### src/rtl/spidma_pkg.sv
package spidma_pkg;
  typedef enum logic [1:0] {
    ST_IDLE = 2'd0,
    ST_BUSY = 2'd1,
    ST_DONE = 2'd2
  } eng_state_t;

  localparam int CH_RX = 0;
  localparam int CH_TX = 1;
  localparam int NUM_CH = 2;

  localparam logic [2:0] CFG_RX_PTR = 3'd0;
  localparam logic [2:0] CFG_RX_CNT = 3'd1;
  localparam logic [2:0] CFG_TX_PTR = 3'd2;
  localparam logic [2:0] CFG_TX_CNT = 3'd3;
  localparam logic [2:0] CFG_EN_SET = 3'd4;
  localparam logic [2:0] CFG_EN_CLR = 3'd5;
endpackage

### src/rtl/spidma_chan.sv
module spidma_chan #(
  parameter int AW   = 16,
  parameter int CW   = 16,
  parameter int STEP = 2
) (
  input  logic          clk,
  input  logic          rst_n,
  input  logic          ld_ptr,
  input  logic          ld_cnt,
  input  logic [AW-1:0] ptr_in,
  input  logic [CW-1:0] cnt_in,
  input  logic          beat_done,
  output logic [AW-1:0] ptr,
  output logic          cnt_zero
);
  logic [CW-1:0] cnt;

  always_ff @(posedge clk) begin
    if (!rst_n) begin
      ptr <= '0;
    end else if (ld_ptr) begin
      ptr <= ptr_in;
    end else if (beat_done) begin
      ptr <= ptr + AW'(STEP);
    end
  end

  always_ff @(posedge clk) begin
    if (!rst_n) begin
      cnt <= '0;
    end else if (ld_cnt) begin
      cnt <= cnt_in;
    end else if (beat_done && cnt != '0) begin
      cnt <= cnt - CW'(1);
    end
  end

  assign cnt_zero = (cnt == '0);

  // a zero count stays zero until software reloads it
  assert_zero_holds_R6: assert property (@(posedge clk) disable iff (!rst_n)
    (cnt_zero && !ld_cnt) |=> cnt_zero);

  // a finished beat advances the pointer by one word
  assert_ptr_step_R5: assert property (@(posedge clk) disable iff (!rst_n)
    (beat_done && !ld_ptr) |=> (ptr == $past(ptr) + AW'(STEP)));
endmodule

### src/rtl/spidma_engine.sv
module spidma_engine
  import spidma_pkg::*;
#(
  parameter int AW = 16,
  parameter int DW = 16
) (
  input  logic              clk,
  input  logic              rst_n,
  input  logic              rx_full,
  input  logic [DW-1:0]     rx_data,
  input  logic              tx_empty,
  input  logic [AW-1:0]     rx_ptr,
  input  logic [AW-1:0]     tx_ptr,
  input  logic              rx_zero,
  input  logic              tx_zero,
  output logic [NUM_CH-1:0] beat_done,
  output logic              rx_take,
  output logic              tx_load,
  output logic [DW-1:0]     tx_data,
  output logic              mem_valid,
  input  logic              mem_ready,
  output logic              mem_we,
  output logic [AW-1:0]     mem_addr,
  output logic [DW-1:0]     mem_wdata,
  input  logic [DW-1:0]     mem_rdata
);
  eng_state_t    state;
  logic          sel_tx;
  logic          rx_go;
  logic          tx_go;
  logic          accept;

  assign rx_go  = rx_full && !rx_zero;
  assign tx_go  = tx_empty && !tx_zero;
  assign accept = (state == ST_BUSY) && mem_ready;

  always_ff @(posedge clk) begin
    if (!rst_n) begin
      state     <= ST_IDLE;
      sel_tx    <= 1'b0;
      mem_we    <= 1'b0;
      mem_addr  <= '0;
      mem_wdata <= '0;
      tx_data   <= '0;
    end else begin
      unique case (state)
        ST_IDLE: begin
          if (rx_go) begin
            state     <= ST_BUSY;
            sel_tx    <= 1'b0;
            mem_we    <= 1'b1;
            mem_addr  <= rx_ptr;
            mem_wdata <= rx_data;
          end else if (tx_go) begin
            state     <= ST_BUSY;
            sel_tx    <= 1'b1;
            mem_we    <= 1'b0;
            mem_addr  <= tx_ptr;
          end
        end
        ST_BUSY: begin
          if (mem_ready) begin
            state <= ST_DONE;
            if (sel_tx) tx_data <= mem_rdata;
          end
        end
        ST_DONE: state <= ST_IDLE;
        default: state <= ST_IDLE;
      endcase
    end
  end

  assign mem_valid = (state == ST_BUSY);
  assign beat_done[CH_RX] = accept && !sel_tx;
  assign beat_done[CH_TX] = accept && sel_tx;
  assign rx_take = (state == ST_DONE) && !sel_tx;
  assign tx_load = (state == ST_DONE) && sel_tx;

  // a stalled beat keeps its request fields steady
  assert_hold_on_stall_R9: assert property (@(posedge clk) disable iff (!rst_n)
    (mem_valid && !mem_ready) |=> (mem_valid && $stable(mem_we)
      && $stable(mem_addr) && $stable(mem_wdata)));

  // acknowledge pulses last one cycle
  assert_take_single_R10: assert property (@(posedge clk) disable iff (!rst_n)
    rx_take |=> !rx_take);
  assert_load_single_R10: assert property (@(posedge clk) disable iff (!rst_n)
    tx_load |=> !tx_load);

  // receive acknowledge follows an accepted write beat
  assert_take_after_write_R3: assert property (@(posedge clk) disable iff (!rst_n)
    (mem_valid && mem_ready && mem_we) |=> rx_take);

  // transmit load follows an accepted read beat
  assert_load_after_read_R4: assert property (@(posedge clk) disable iff (!rst_n)
    (mem_valid && mem_ready && !mem_we) |=> tx_load);
endmodule

### src/rtl/spidma_irq.sv
module spidma_irq
  import spidma_pkg::*;
(
  input  logic              clk,
  input  logic              rst_n,
  input  logic              en_set,
  input  logic              en_clr,
  input  logic [NUM_CH-1:0] en_bits,
  input  logic [NUM_CH-1:0] end_flags,
  output logic              irq
);
  logic [NUM_CH-1:0] mask;

  always_ff @(posedge clk) begin
    if (!rst_n) begin
      mask <= '0;
    end else if (en_set) begin
      mask <= mask | en_bits;
    end else if (en_clr) begin
      mask <= mask & ~en_bits;
    end
  end

  assign irq = |(mask & end_flags);

  // with every enable cleared the line stays low
  assert_quiet_when_masked_R7: assert property (@(posedge clk) disable iff (!rst_n)
    (en_clr && en_bits == '1) |=> !irq);
endmodule

### src/rtl/spidma_pair.sv
module spidma_pair
  import spidma_pkg::*;
#(
  parameter int AW = 16,
  parameter int DW = 16,
  parameter int CW = 16
) (
  input  logic                             clk,
  input  logic                             rst_n,
  input  logic                             cfg_we,
  input  logic [2:0]                       cfg_addr,
  input  logic [((AW > CW) ? AW : CW)-1:0] cfg_wdata,
  input  logic                             rx_full,
  input  logic [DW-1:0]                    rx_data,
  output logic                             rx_take,
  input  logic                             tx_empty,
  output logic                             tx_load,
  output logic [DW-1:0]                    tx_data,
  output logic                             mem_valid,
  input  logic                             mem_ready,
  output logic                             mem_we,
  output logic [AW-1:0]                    mem_addr,
  output logic [DW-1:0]                    mem_wdata,
  input  logic [DW-1:0]                    mem_rdata,
  output logic                             end_rx,
  output logic                             end_tx,
  output logic                             irq
);
  localparam int STEP = (DW > 8) ? 2 : 1;

  logic [AW-1:0]     ptr   [NUM_CH];
  logic [NUM_CH-1:0] zero;
  logic [NUM_CH-1:0] done;

  for (genvar i = 0; i < NUM_CH; i++) begin : g_chan
    localparam logic [2:0] PTR_SEL = (i == CH_RX) ? CFG_RX_PTR : CFG_TX_PTR;
    localparam logic [2:0] CNT_SEL = (i == CH_RX) ? CFG_RX_CNT : CFG_TX_CNT;
    spidma_chan #(.AW(AW), .CW(CW), .STEP(STEP)) u_chan (
      .clk       (clk),
      .rst_n     (rst_n),
      .ld_ptr    (cfg_we && cfg_addr == PTR_SEL),
      .ld_cnt    (cfg_we && cfg_addr == CNT_SEL),
      .ptr_in    (cfg_wdata[AW-1:0]),
      .cnt_in    (cfg_wdata[CW-1:0]),
      .beat_done (done[i]),
      .ptr       (ptr[i]),
      .cnt_zero  (zero[i])
    );
  end

  spidma_engine #(.AW(AW), .DW(DW)) u_engine (
    .clk       (clk),
    .rst_n     (rst_n),
    .rx_full   (rx_full),
    .rx_data   (rx_data),
    .tx_empty  (tx_empty),
    .rx_ptr    (ptr[CH_RX]),
    .tx_ptr    (ptr[CH_TX]),
    .rx_zero   (zero[CH_RX]),
    .tx_zero   (zero[CH_TX]),
    .beat_done (done),
    .rx_take   (rx_take),
    .tx_load   (tx_load),
    .tx_data   (tx_data),
    .mem_valid (mem_valid),
    .mem_ready (mem_ready),
    .mem_we    (mem_we),
    .mem_addr  (mem_addr),
    .mem_wdata (mem_wdata),
    .mem_rdata (mem_rdata)
  );

  spidma_irq u_irq (
    .clk       (clk),
    .rst_n     (rst_n),
    .en_set    (cfg_we && cfg_addr == CFG_EN_SET),
    .en_clr    (cfg_we && cfg_addr == CFG_EN_CLR),
    .en_bits   (cfg_wdata[NUM_CH-1:0]),
    .end_flags (zero),
    .irq       (irq)
  );

  assign end_rx = zero[CH_RX];
  assign end_tx = zero[CH_TX];

  // the two acknowledges never coincide
  assert_one_ack_R8: assert property (@(posedge clk) disable iff (!rst_n)
    !(rx_take && tx_load));

  // an idle channel with zero count starts no beat
  assert_no_beat_at_zero_R6: assert property (@(posedge clk) disable iff (!rst_n)
    (!mem_valid && end_rx && end_tx && !cfg_we) |=> !mem_valid);
endmodule

### config.mk
export PLATFORM = sky130hd
export DESIGN_NAME = spidma_pair
export DESIGN_NICKNAME = d
export VERILOG_FILES = /design/src/rtl/spidma_pkg.sv /design/src/rtl/spidma_chan.sv /design/src/rtl/spidma_engine.sv /design/src/rtl/spidma_irq.sv /design/src/rtl/spidma_pair.sv
export SDC_FILE = /design/constraint.sdc
export NUM_CORES = 1
export LEC_CHECK = 0
export ABC_AREA = 1
export BUFFER_PORTS_ARGS = -buffer_cell sky130_fd_sc_hd__buf_4
export CORE_MARGIN = 4
export CORE_UTILIZATION = 38
export DETAILED_ROUTE_END_ITERATION = 6
export PLACE_DENSITY_LB_ADDON = 0.1
export SLEW_MARGIN = 10
export SYNTH_ARGS = -nofsm -noshare
export SYNTH_HDL_FRONTEND = slang
export SYNTH_SLANG_ARGS = --single-unit
export TNS_END_PERCENT = 10
### constraint.sdc
create_clock -name clk -period 1.7 [get_ports clk]
set_input_delay 0.17 -clock clk [delete_from_list [all_inputs] [get_ports clk]]
set_output_delay 0.17 -clock clk [all_outputs]
set_load 0.05 [all_outputs]
==> key figures <==
Placement
  • Post-placement cell count: 1,348
  • Post-DP Area: slightly below 0.008 mm²
  • Gpl congestion: about 0.85
  • HPWL after DPL: approximately 14 mm
  • # port buffers: between 100 and 150

GRT
  • First-pass GRT wire length: roughly 32 mm
  • Congestion Overflow GR: 0
  • Grt met1 use: about 29%
  • Number of global-route vias before repair: about 6,400
  • Global route hottest layer: met2
  • GRT met3 Usage: between 5 and 6%
  • Antenna violations before repair: 0
  • Met2 GRT Util: around 36%
  • GRT Overall Usage: 21.9%
  • Largest net degree at the start of global routing: between 50 and 60

Pwr
  • Logic pwr share: a little under half
  • Internal power: 7480 µW
  • Switch share: between 40% and 50%
  • Power Density: approximately 1400 mW/mm²
  • Seq pwr share: between 20% and 30%
  • Clock network power share: roughly 28%
  • Lkg Pwr: 0.00421 µW
  • Worst VDD drop: between 0.9 and 1 mV
  • Psw: approximately 5300 µW
  • Total power: approximately 13,000 µW

Synthesis
  • Synthesized netlist cell count: just under 1,000
  • Synth Warn #: 0
  • Post-Syn Nets: around 1,000
  • Synth cell types: 37
  • Main flop type after synthesis: dfxtp_1
  • Post-synthesis async set-or-reset flop share: 0%
  • Synthesized area: roughly 0.0064 mm²
  • EDFF count, synth: 0
  • FF+latch count, synth: between 100 and 150
  • Seq/Total Area, Yosys: between 30% and 40%
  • Mean Syn Cell Area: about 6.4 µm²

STA
  • RSZ-0062 raised after global routing: true
  • Max-slew headroom: 69.8%
  • Hold WS: 0.0125 ns
  • Tcrit/Tclk final: 121%
  • Final hold vios: 0
  • Worst setup margin: -0.364 ns
  • Clock skew: roughly 0.0085 ns
  • Final min period: a little over 2 ns
  • Setup violations, final: 4
  • Max Freq: roughly 0.48 GHz
  • Final slew viol count: 0
  • Worst-Margin Slew: approximately 0.45 ns

Clock tree
  • Worst-Skew Late Latency: ~0.42 ns
  • Clock slew at reported path FFs: ~0.060 ns
  • Clock buffer count from CTS: 17
  • H-tree depth: 4
  • Max Buffers Root-to-Sink: 2
  • CTS tree: done
  • Clock sinks: roughly 120
  • Root Driver: clkbuf_16

Critical path
  • Setup Crit Path Kind: reg2out
  • Buf/Inv on CP: 2
  • Crit path cell chain: inv_2 -> ha_4 -> nand3b_1 -> nor2_4 -> nand3_2 -> or2_4 -> o21ai_4 -> buf_8
  • Worst-path maximum fanout: 3
  • CP Data Required Time: about 1.5 ns
  • Delay-heaviest family, CP: simple AND/OR/NAND/NOR gates
  • Critical path depth: 8
  • Critical Path Max Stage Delay: 0.32 ns
  • CP startpoint kind: flip-flop
  • Critical Path AT: around 1.9 ns
  • Crit-path slowest cell: dfxtp_2
  • CP endpoint kind: primary output
  • Cell count of the worst reg-to-reg path: 11

Routing
  • Post-route ant nets: 0
  • DR iter-0 viols: about 480
  • Vias: ~6,900
  • DRC: 0
  • Post-Route WL: 20.7 mm
  • DR vias/cell: roughly 4.8
  • Drt pass-1 iters: 5
  • Routed len/inst: between 10 and 15 µm

Cells and area
  • Share of layout cells above drive strength 1: between 20% and 30%
  • Number of antenna diodes: 0
  • Final Cell Area: 0.00911 mm²
  • Final core utilization: a little under three fifths
  • Nets: 1,254
  • Synth-to-layout area growth: 43.3%
  • Fin cells: 1,426

Hold path
  • Cell count of the worst hold path: 3
  • Hold Crit Class: in2reg

Die
  • # rows: between 40 and 50
  • Chip width: about 140 µm
  • I/O pins: approximately 110
  • Die Ht: about 140 µm
  • Core Area: 0.0165 mm²
  • Starting density of the core: between 30% and 40%
  • Die area: roughly 0.019 mm²

Job
  • Max Cap Viol: 0

Outcome
  • Failing checks: setup timing
  • Status: finished with violations
==> power groups by stage <==
stage / clock network (µW) / registers [µW] / logic, µW
after global routing: 3780 / 3470 / 6250
after global placement: 0 / 3450 / 4750
after CTS: 3650 / 3400 / 4980
after detailed placement: 0 / 3440 / 4760
after floorplan: 0 / 4230 / 2490
final: 3580 / 3410 / 5770
==> final cells by class <==
class / instances / area (µm²)
clock inverter: 15 / 156
timing repair buffer: 215 / 1790
inverter: 106 / 413
clock buffer: 17 / 425
tap: 220 / 275
multi-input combinational: 735 / 3680
sequential: 118 / 2370
fill: 1621 / 7360
==> timing repair <==
action                                  4_1_cts  5_1_grt
setup buffers                                 3       13
endpoints found under the setup margin        8       73
hold endpoints to repair                     28        0
gates resized for setup                      19       54
pin swaps                                     8       11
gates cloned                                  0        3
hold buffers                                 28        0
==> cells in the mapped netlist, types with 3 or more instances <==
library cell,instances,area [µm²]
nand3_1,68,340
nor3_1,10,50.1
inv_2,12,45.0
clkbuf_1,15,56.3
o21ai_0,67,335
inv_1,94,353
a31oi_1,4,25.0
a21oi_1,61,305
ha_1,4,50.1
nand2_1,264,991
nor2_4,3,33.8
nand3b_1,8,60.1
nor3_2,5,50.1
buf_1,3,11.3
o22ai_1,12,75.1
xor2_1,16,140
nor2_1,160,601
nand4_1,7,43.8
buf_4,6,45.0
nor2_2,4,25.0
o21ai_1,9,45.0
nand2_2,7,43.8
nand3_2,4,40.0
dfxtp_1,118,2360
buf_2,6,30.0
xnor2_1,6,52.6
==> worst paths after layout <==
| check | start | end | slack [ns] |
|---|---|---|---|
| setup reg to reg | g_chan[0].u_chan.cnt[1]$_SDFFE_PN0P_ | u_engine.mem_addr[7]$_SDFFE_PN0P_ | 0 |
| hold / removal | rx_data[7] | u_engine.mem_wdata[7]$_SDFFE_PN0P_ | 0.01 |
| hold reg to reg | u_engine.mem_wdata[13]$_SDFFE_PN0P_ | u_engine.mem_wdata[13]$_SDFFE_PN0P_ | 0.46 |
| setup / recovery | g_chan[0].u_chan.cnt[1]$_SDFFE_PN0P_ | irq | -0.36 |
==> routing by layer <==
layer  wire length, µm  part of all wire, %
met1              9460                   46
met2              9790                   47
met3              1100                  5.3
met4               389                  1.9
met5                 0                    0
==> worst register-to-register path, stage by stage, from the launching register on <==
cell	delay [ns]
dfxtp_2	0.33
inv_2	0.05
ha_4	0.16
buf_4	0.14
nand2_4	0.08
nor2_4	0.04
nand2_4	0.13
nand3_4	0.21
buf_6	0.19
buf_4	0.12
nand3_1	0.08
a21oi_2	0.06
==> sequential cells by signal (all words and copies together), names as in the netlist, named ones only <==
name	flops
g_chan.u_chan.cnt	32
u_engine.state	2
u_engine.mem_we	1
u_engine.mem_wdata	16
u_engine.sel_tx	1
u_engine.mem_addr	16
g_chan.u_chan.ptr	32
u_engine.tx_data	16
==> layout by cell type (no fill, tap or decap), types with 3 or more instances in the layout <==
cell type	Yosys	layout
nor3_2	5	5
nand3b_1	8	8
xor2_1	16	16
buf_4	6	176
inv_2	12	14
dlygate4sd3_1	0	28
nand2_4	2	6
nand2_1	264	257
nor2_2	4	14
inv_8	0	3
o21ai_1	9	13
nand4_1	7	7
a31oi_1	4	4
o22ai_1	12	12
nor2_4	3	9
o21ai_0	67	59
a21oi_1	61	59
nand3_1	68	67
nor2_1	160	144
inv_1	94	87
nand3_4	1	4
dfxtp_1	118	113
buf_12	0	4
buf_8	0	4
clkinv_4	0	3
inv_4	0	3
nor3_1	10	10
nand2_2	7	10
inv_6	0	8
xnor2_1	6	6
clkbuf_16	0	18
dfxtp_2	0	5
==> logic make-up after synthesis <==
kind of cell / Yosys count / share of synthesized area, %
simple gates: 548 / 37.2
flops: 118 / 37.2
mux: 2 / 0.315
xor+xnor: 22 / 3.03
compound gates: 157 / 12.9
fa+ha+maj: 4 / 0.787
buf+inv: 137 / 8.68
==> stage by stage <==
step           worst slack (ns)  setup TNS, ns
2_1_floorplan          0.000357              0
3_3_place_gp            -0.0446        -0.0446
3_5_place_dp            -0.0611        -0.0611
4_1_cts                  -0.378         -0.828
5_1_grt                  -0.454          -2.22
6_report                 -0.364         -0.682
(Power assumes the default switching activity.)
